File: src/rtl/mbox_irq_pkg.sv
package mbox_irq_pkg;

   // Per-port access controls bundled for the decoders.
   typedef struct packed {
      logic en;
      logic wr;
      logic oe;
      logic busy;
   } mbx_ctl_t;

   typedef enum logic {
      SIDE_LEFT  = 1'b0,
      SIDE_RIGHT = 1'b1
   } mbx_side_e;

   // Mailbox word of a side: the two top words of the address space.
   function automatic int unsigned mbx_box_addr(int unsigned aw, mbx_side_e side);
      return (32'd1 << aw) - 32'd2 + {31'd0, side};
   endfunction

endpackage

File: src/rtl/mbox_port_decode.sv
module mbox_port_decode
   import mbox_irq_pkg::*;
#(
   parameter int unsigned ADDR_W   = 13,
   parameter int unsigned OWN_BOX  = 8190,
   parameter int unsigned PEER_BOX = 8191
) (
   input  mbx_ctl_t          ctl,
   input  logic [ADDR_W-1:0] addr,
   output logic              post_peer,
   output logic              take_own
);
   localparam logic [ADDR_W-1:0] OWN_A  = OWN_BOX[ADDR_W-1:0];
   localparam logic [ADDR_W-1:0] PEER_A = PEER_BOX[ADDR_W-1:0];

   logic live;

   always_comb begin
      live      = ctl.en & ~ctl.busy;
      post_peer = live & ctl.wr & (addr == PEER_A);
      take_own  = live & ctl.oe & (addr == OWN_A);
   end
endmodule

File: src/rtl/mbox_irq_flag.sv
module mbox_irq_flag #(
   parameter bit SET_WINS = 1'b1
) (
   input  logic clk,
   input  logic rst_n,
   input  logic set,
   input  logic clr,
   output logic irq_n
);
   logic pend_q, pend_d;

   generate
      if (SET_WINS) begin : g_set_first
         always_comb pend_d = set | (pend_q & ~clr);
      end else begin : g_clr_first
         always_comb pend_d = ~clr & (pend_q | set);
      end
   endgenerate

   always_ff @(posedge clk or negedge rst_n) begin
      if (!rst_n) pend_q <= 1'b0;
      else        pend_q <= pend_d;
   end

   assign irq_n = ~pend_q;
endmodule

File: src/rtl/mbox_irq.sv
module mbox_irq
   import mbox_irq_pkg::*;
#(
   parameter int unsigned ADDR_W   = 13,
   parameter bit          SET_WINS = 1'b1
) (
   input  logic              clk,
   input  logic              rst_n,
   input  logic              left_en,
   input  logic              left_wr,
   input  logic              left_oe,
   input  logic [ADDR_W-1:0] left_addr,
   input  logic              left_busy,
   input  logic              right_en,
   input  logic              right_wr,
   input  logic              right_oe,
   input  logic [ADDR_W-1:0] right_addr,
   input  logic              right_busy,
   output logic              left_irq_n,
   output logic              right_irq_n
);
   localparam int unsigned NPORT = 2;
   localparam int unsigned BOX_L = mbx_box_addr(ADDR_W, SIDE_LEFT);
   localparam int unsigned BOX_R = mbx_box_addr(ADDR_W, SIDE_RIGHT);

   generate
      if (ADDR_W < 2 || ADDR_W > 30) begin : g_bad_width
         $error("mbox_irq: ADDR_W must lie in 2..30");
      end
   endgenerate

   mbx_ctl_t          ctl    [NPORT];
   logic [ADDR_W-1:0] addr   [NPORT];
   logic [NPORT-1:0]  post, take, irq_n;

   always_comb begin
      ctl[0]  = '{en: left_en,  wr: left_wr,  oe: left_oe,  busy: left_busy};
      ctl[1]  = '{en: right_en, wr: right_wr, oe: right_oe, busy: right_busy};
      addr[0] = left_addr;
      addr[1] = right_addr;
   end

   generate
      for (genvar p = 0; p < NPORT; p++) begin : g_port
         mbox_port_decode #(
            .ADDR_W  (ADDR_W),
            .OWN_BOX (p == 0 ? BOX_L : BOX_R),
            .PEER_BOX(p == 0 ? BOX_R : BOX_L)
         ) u_dec (
            .ctl      (ctl[p]),
            .addr     (addr[p]),
            .post_peer(post[p]),
            .take_own (take[p])
         );

         // flag p is raised by the other port, dropped by its owner
         mbox_irq_flag #(.SET_WINS(SET_WINS)) u_flag (
            .clk  (clk),
            .rst_n(rst_n),
            .set  (post[NPORT-1-p]),
            .clr  (take[p]),
            .irq_n(irq_n[p])
         );
      end
   endgenerate

   assign left_irq_n  = irq_n[0];
   assign right_irq_n = irq_n[1];
endmodule

File: config.mk
export PLATFORM = sky130hd
export DESIGN_NAME = mbox_irq
export DESIGN_NICKNAME = d
export VERILOG_FILES = /design/src/rtl/mbox_irq_pkg.sv /design/src/rtl/mbox_port_decode.sv /design/src/rtl/mbox_irq_flag.sv /design/src/rtl/mbox_irq.sv
export SDC_FILE = /design/constraint.sdc
export NUM_CORES = 1
export LEC_CHECK = 0
export BUFFER_PORTS_ARGS = -buffer_cell sky130_fd_sc_hd__buf_2
export CAP_MARGIN = 20
export CORE_AREA = 2 2 39 41
export CTS_BUF_LIST = sky130_fd_sc_hd__clkbuf_2 sky130_fd_sc_hd__clkbuf_4 sky130_fd_sc_hd__clkbuf_8
export CTS_CLUSTER_DIAMETER = 120
export CTS_CLUSTER_SIZE = 8
export DETAILED_ROUTE_END_ITERATION = 6
export DIE_AREA = 0 0 41 43
export SLEW_MARGIN = 20
export SYNTH_ARGS = -nofsm -noshare
export SYNTH_HDL_FRONTEND = slang
export SYNTH_SLANG_ARGS = --single-unit
File: constraint.sdc
create_clock -name clk -period 1.1 [get_ports clk]
set_clock_uncertainty 0.15 [all_clocks]
set_input_delay 0.165 -clock clk [delete_from_list [all_inputs] [get_ports clk]]
set_output_delay 0.165 -clock clk [all_outputs]
set_load 0.005 [all_outputs]
== Word level (Yosys, flattened, before mapping) ==
Cells that the tools add are included.

* Equality and inequality tests: 4
* Bitwise gates (word level): 20

{| class="wikitable"
|+ Operators with widths
! operator !! number
|-
| $eq 13x13->1 const B || 4
|-
| $and 1x1->1 || 12
|-
| $not 1->1 || 6
|-
| $or 1x1->1 || 2
|}

* Register bits: 2
* Input bits: 36
* Output and inout bits: 2
* Word-level logic and storage cells: 26

== Longest topological paths before layout ==
Gate-level depths: netlist (run 1).

* Word-level depth: 7
* Mapped depth: 3
* Gate-level depth less buffers: 3

== By module ==
A second synthesis (run 1) with hierarchy kept.

* Cells, all modules: 20
* Area, all modules: 177.7 um2

{| class="wikitable"
|+ By module, submodules not included
! module !! instances !! cells an instance !! area each (um2)
|-
| mbox_port_decode || 2 || 7 || 48.8
|-
| mbox_irq_flag || 2 || 3 || 40.0
|}

== Worst setup path before layout (run 1) ==
No wires, ideal clock.

* Path kind: input -> register
* Start: in right_busy
* End: reg g_port[0].u_flag.pend_q
* Library setup time: 83 ps
* Data arrival time: 880 ps
* Path slack: -13 ps
* Cell stages on the path: 3
* Buffers on the path: 0
* Cells stage by stage: nand4b_1 or4_1 o21ai_0

* Longest elaborated chain between the ends: 5

{| class="wikitable"
|+ RTL lines
! element !! RTL line !! RTL
|-
| from (decl) || mbox_irq.sv:18 || <nowiki>input logic right_busy,</nowiki>
|-
| $not 1->1 || mbox_port_decode.sv:19 || <nowiki>live = ctl.en & ~ctl.busy;</nowiki>
|-
| $and 1x1->1 || mbox_port_decode.sv:19 ||
|-
| $and 1x1->1 (2 in series) || mbox_port_decode.sv:20 || <nowiki>post_peer = live & ctl.wr & (addr == PEER_A);</nowiki>
|-
| $or 1x1->1 || mbox_irq_flag.sv:14 || <nowiki>always_comb pend_d = set | (pend_q & ~clr);</nowiki>
|-
| via g_port[0].u_flag.pend_d || mbox_irq_flag.sv:10 || <nowiki>logic pend_q, pend_d;</nowiki>
|-
| to (signal assigned) || mbox_irq_flag.sv:22 || <nowiki>else pend_q <= pend_d;</nowiki>
|-
| to (decl) || mbox_irq_flag.sv:10 ||
|}

The timed path passes the listed nets, and every way through them passes these cells.

== Final worst setup path (run 1) ==
* Start: reg g_port[1].u_flag.pend_q
* End: out right_irq_n

* Longest elaborated chain between the ends: 1

{| class="wikitable"
|+ RTL lines
! element !! RTL line !! RTL
|-
| from (decl) || mbox_irq_flag.sv:10 ||
|-
| from (signal assigned) || mbox_irq_flag.sv:22 ||
|-
| $not 1->1 || mbox_irq_flag.sv:25 || <nowiki>assign irq_n = ~pend_q;</nowiki>
|-
| to (decl) || mbox_irq.sv:20 || <nowiki>output logic right_irq_n</nowiki>
|}

Every way passes these cells.

==> results.cfg, run 1 <==
[power]
seq_power_share_pct = 24.0
combPwrFrac_pct = 24.1
p_switching_mw = 0.0627
sw_frac_of_total_pct = 20.3
p_int_mw = 0.246
peakVddDrop_mv = 0.250
power-per-cell-area_nw_per_um2 = 733
pwr-share-clk_pct = 51.9
p_leak_nw = 0.219

[sta]
drv_slew = 0
rsz0062_at_grt = no
hold_ws_ns = 0.110
finalCritPeriodShare_pct = 94.8
slew_headroom_pct = 81.5
fin_crit_ns = 1.04
fin_setup_tns_ns = 0
finalSetupViolations = 0
worstMarginPinSlew_ns = 0.275
fmax_mhz = 959
final_hold_viol_count = 0

[route]
ant_nets = 0
wirelength_um = 676
routedWlPerCell_um = 8.67
drc_errors = 0
viasPerCell = 4.19
drt_iter0_drc = 3
first_pass_iters = 3
via_count = 327

[floorplanning]
die_w_um = 41
boundaryPins = 38
num_rows = 14
die_area_um2 = 1760
die_y_um = 43
start_util_pct = 12.3
design.core.area_um2 = 1380

[grt]
grt_pass1_vias = 283
grt_pass1_wl_um = 1000
grt-ovfl-total = 0
grt_usage_pct = 9.03
antenna_found_initial = 0
grt_start_max_net_pins = 3

[placed_design]
numPortBuffers = 37
place_area_um2 = 375
gp_congestion = 0.607
dpl.hpwl_um = 620

[yosys]
ys_seq_area_share_pct = 29.4
synth-seq-cells = 2
yosysWarnings = 0
syn_area_um2 = 170
synth_top_area_share_pct = 29.4
yosys.area.top_type = dfrtp_1
synthTopCellsByArea = dfrtp_1 (29%), nand4_1 (22%), nand4b_1 (15%), or4_1 (8.8%), nor4_1 (7.4%)
synth_nets = 56
synth.avg_cell_area_um2 = 8.51
netlist_instances = 20
synth_cell_types = 8

[cts]
cts_tree = done
cts_sinks = 2
cts-root-buf = clkbuf_4
numCtsBuffers = 3
clock_latency_ns = 0.22
path_clk_slew_ns = 0.03
cts-htree-levels = 1
clockBufferDepth = 2

[min_path]
hp-class = input pin to asynchronous set/reset pin

[critical_path]
cp-start-kind = register
cp.required_ns = 0.78
r2r_cells = 3
crit_path_max_fanout = 2
r2r-start = g_port[0].u_flag.pend_q
rrSetupSlack_ns = 0.26
arrival_ns = 0.73
r2r_end = g_port[0].u_flag.pend_q
endpoint_kind = output port
critical_path_class = register to output port

[job]
cap_violations = 0

[final_layout]
final_area_um2 = 422
reg.largest.list = g_port.u_flag.pend_q x2
drive_gt1_share_pct = 67.7
area_growth_pct = 148
mostFrequentLayoutCell = buf_2
finalNetCount = 100
top_register = g_port.u_flag.pend_q
largest_register_ffs = 2
final_cell_mix = buf_2 (36), nand4_1 (6), nand4b_1 (3), clkbuf_4 (3)
n_antenna_cell = 0

[outcome]
outcome = finished, final reports clean
## worst max-delay path: stages, from the launching register on
cell	delay [ns]
dfrtp_1	0.34
inv_1	0.06
buf_2	0.10
## layout make-up
class / instances / area [um^2]
Multi-Input combinational cell: 16 / 113
Clock buffer: 3 / 22.5
Timing Repair Buffer: 39 / 209
Sequential cell: 2 / 50.0
Inverter: 2 / 7.51
Tap cell: 16 / 20.0
Fill cell: 159 / 962
## power by group through the flow
stage	combinational [mW]	clock, mW	sequential, mW
finish	0.0744	0.160	0.0743
global route	0.0839	0.189	0.0742
CTS	0.0757	0.173	0.0742
detailed placement	0.0729	0	0.0750
global placement	0.0704	0	0.0750
floorplan	0.00932	0	0.0750
## kinds of logic (layout without fill, tap and decap cells)
family          Yosys count  in the layout  share of synthesized area (%)
compound gates            2              2                           5.88
simple gates             14             14                           60.3
buf+inv                   2             44                           4.41
flops                     2              2                           29.4
## worst max path at each step
stage                                  startpoint                 endpoint  slack [ns]  cells after the start
after global routing      g_port[0].u_flag.pend_q               left_irq_n       0.004                      2
after detailed placement            right_addr[0]  g_port[0].u_flag.pend_q       -0.13                      4
after CTS                 g_port[0].u_flag.pend_q               left_irq_n        0.01                      2
after global placement              right_addr[0]  g_port[0].u_flag.pend_q       -0.11                      4
after floorplan                     right_addr[0]  g_port[0].u_flag.pend_q        0.02                      3
final                     g_port[1].u_flag.pend_q              right_irq_n        0.06                      2
## cell usage after synthesis
cell,number
dfrtp_1,2
inv_1,2
nand4_1,6
nand4b_1,3
nand4bb_1,1
nor4_1,2
o21ai_0,2
or4_1,2
## metrics by stage
stage / setup WS (ns) / total power, mW / util (%) / cells
after floorplan: 0.0154 / 0.0844 / - / 20
after detailed placement: -0.126 / 0.148 / 27.1 / 73
after CTS: 0.0138 / 0.323 / 29.5 / 77
after global placement: -0.112 / 0.145 / 27.1 / 73
final: 0.0569 / 0.309 / 30.5 / 78
after global routing: 0.00427 / 0.347 / 30.5 / 78
## repair_timing
action | in CTS | in global routing
endpoints found under the setup margin | 0 | 1
endpoints found under the hold margin | 2 | 0
hold buffers | 1 | 0
gates resized for setup | 0 | 2
setup buffers | 0 | 1
## metal layers
layer  GRT usage, %  up-vias  wire length (um)
met1           8.97      134               265
met3           3.14        0                69
met5              0        -                 0
li1               -      173                 -
met4           10.0        0                 0
met2           12.8       20               342
No activity file was read; power rests on OpenSTA's default activity.
==> run 2: changes to the inputs <==
SYNTH_HIERARCHICAL = 1   (was not set)
==> run 2 against run 1 <==
  * Final area is 0.30% higher
  * Register-to-register slack improved by 0.08 ns
  * Flip-flop and latch count stayed put
  * Synthesized area is 4.4% higher
  * Clock power barely moved
  * Maximum frequency down 2.0%
==> results.cfg, run 2 <==
[outcome]
outcome = finished, final reports clean

[sta]
fin_setup_tns_ns = 0
rsz0062_at_grt = no
final_hold_viol_count = 0
worstMarginPinSlew_ns = 0.353
drv_slew = 0
hold_ws_ns = 0.114
slew_headroom_pct = 76.3
fmax_mhz = 940
finalCritPeriodShare_pct = 96.7
fin_crit_ns = 1.06
finalSetupViolations = 0

[critical_path]
cp-start-kind = register
critical_path_class = register to output port
crit_buf_inv = 2
endpoint_kind = output port
max_stage_delay_ns = 0.37
crit_path_max_fanout = 2
crit_chain = inv_2 -> buf_2
arrival_ns = 0.75
cp.required_ns = 0.78
slowest_stage = dfrtp_1
critPathTopFamily = flip-flops

[yosys]
synth.avg_cell_area_um2 = 8.88
synth.most_common_cell = nand4_1
ys_seq_area_share_pct = 28.2
synth_cell_types = 6
synthTopCellsByCount = nand4_1 (6), nand4b_1 (4), nor4_1 (4)
synth-async-reset-ratio_pct = 100
netlist_instances = 20
synth-seq-cells = 2
synth_top_area_share_pct = 28.2
synthFlopType = dfrtp_1
syn_area_um2 = 178
synth_edf_count = 0
synthTopCellsByArea = dfrtp_1 (28%), nand4_1 (21%), nand4b_1 (20%), nor4_1 (14%), o21bai_2 (13%)
synth_nets = 56
yosys.area.top_type = dfrtp_1
yosysWarnings = 6

[power]
p_leak_nw = 0.216
power-per-cell-area_nw_per_um2 = 729
p_switching_mw = 0.0626
p_int_mw = 0.246
combPwrFrac_pct = 24.1
sw_frac_of_total_pct = 20.3
seq_power_share_pct = 24.1
pwr-share-clk_pct = 51.7
peakVddDrop_mv = 0.442

[final_layout]
fillers = 152
mostFrequentLayoutCell = buf_2
multiInputGateArea_um2 = 120
fin_cells = 78
final_cell_mix = buf_2 (37), nand4_1 (6), nand4b_1 (4), nor4_1 (4), clkbuf_4 (3)
reg.largest.list = g_port.u_flag/pend_q x2
n_antenna_cell = 0
finalNetCount = 100
utilization_pct = 30.6
largest_register_ffs = 2
top_register = g_port.u_flag/pend_q
regArea_um2 = 50.0
drive_gt1_share_pct = 72.6
area_growth_pct = 138

[cts]
path_clk_slew_ns = 0.03
clock_latency_ns = 0.22
post_cts_buffers = 0
cts_sinks = 2
cts-htree-levels = 1
cts-root-buf = clkbuf_4
numCtsBuffers = 3
clockBufferDepth = 2
cts_tree = done

[min_path]
hp-class = input pin to asynchronous set/reset pin

[job]
cap_violations = 0

[floorplanning]
die_area_um2 = 1760
die_w_um = 41
boundaryPins = 38
start_util_pct = 12.8
num_rows = 14
design.core.area_um2 = 1380
die_y_um = 43

[route]
drc_errors = 0
drt_iter0_drc = 0
first_pass_iters = 1
routedWlPerCell_um = 8.42
viasPerCell = 4.29
ant_nets = 0
wirelength_um = 657
via_count = 335

[placed_design]
numPortBuffers = 37
gp_congestion = 0.571
place_inst = 74

[grt]
grt_start_max_net_pins = 3
grt_usage_pct = 7.91
grt_pass1_wl_um = 945
antenna_found_initial = 0
grt_pass1_vias = 287
grt-ovfl-total = 0
-- run 2: cells by family (layout without fill, tap and decap cells) --
logic type | count (synthesis) | in the layout | share of synthesized area, %
AOI/OAI and AO/OA | 2 | 2 | 12.7
buffers and inverters | 2 | 44 | 4.23
DFF | 2 | 2 | 28.2
and+or+nand+nor | 14 | 14 | 54.9
-- run 2: through the flow --
step / worst slack [ns] / power [mW] / instance area [um^2]
after floorplan: 0.111 / 0.0844 / 178
after global placement: -0.0855 / 0.145 / 390
after detailed placement: -0.132 / 0.147 / 390
after CTS: 0.0264 / 0.320 / 423
after global routing: 0.000507 / 0.334 / 423
final: 0.0360 / 0.308 / 423
-- run 2: repair_timing --
item,CTS,global route
endpoints found under the hold margin,2,0
hold buffers,1,0
resized for setup,0,0
-- run 2: path summary, 6_finish.rpt --
check / start / to / slack (ns) / depth (start not counted)
hold / removal: rst_n / g_port[0].u_flag/pend_q / 0.11 / 2
setup reg to reg: g_port[1].u_flag/pend_q / g_port[1].u_flag/pend_q / 0.34 / 2
setup / recovery: g_port[1].u_flag/pend_q / right_irq_n / 0.04 / 2
max in group asynchronous: rst_n / g_port[1].u_flag/pend_q / 0.59 / 2
hold reg to reg: g_port[0].u_flag/pend_q / g_port[0].u_flag/pend_q / 0.36 / 2
min in group clk: left_addr[10] / g_port[0].u_flag/pend_q / 0.16 / 4
-- run 2: cell type report --
class | instances | area share, %
Multi-Input combinational cell | 16 | 28.4
Timing Repair Buffer | 39 | 47.9
Sequential cell | 2 | 11.8
Tap cell | 16 | 4.73
Clock buffer | 3 | 5.33
Inverter | 2 | 1.78
-- run 2: power groups by stage --
stage	registers [mW]	clock network, mW	logic (mW)
final	0.0743	0.159	0.0744
after detailed placement	0.0750	0	0.0723
after CTS	0.0743	0.170	0.0752
after global placement	0.0750	0	0.0699
after floorplan	0.0751	0	0.00934
after global routing	0.0742	0.176	0.0834
-- run 2: metal layers --
| layer | up-vias | track usage, % | routed length [um] |
|---|---|---|---|
| li1 | 174 | - | - |
| met3 | 0 | 3.14 | 81 |
| met4 | 0 | 4.00 | 0 |
| met5 | - | 0 | 0 |
| met2 | 20 | 13.8 | 350 |
| met1 | 141 | 7.32 | 224 |
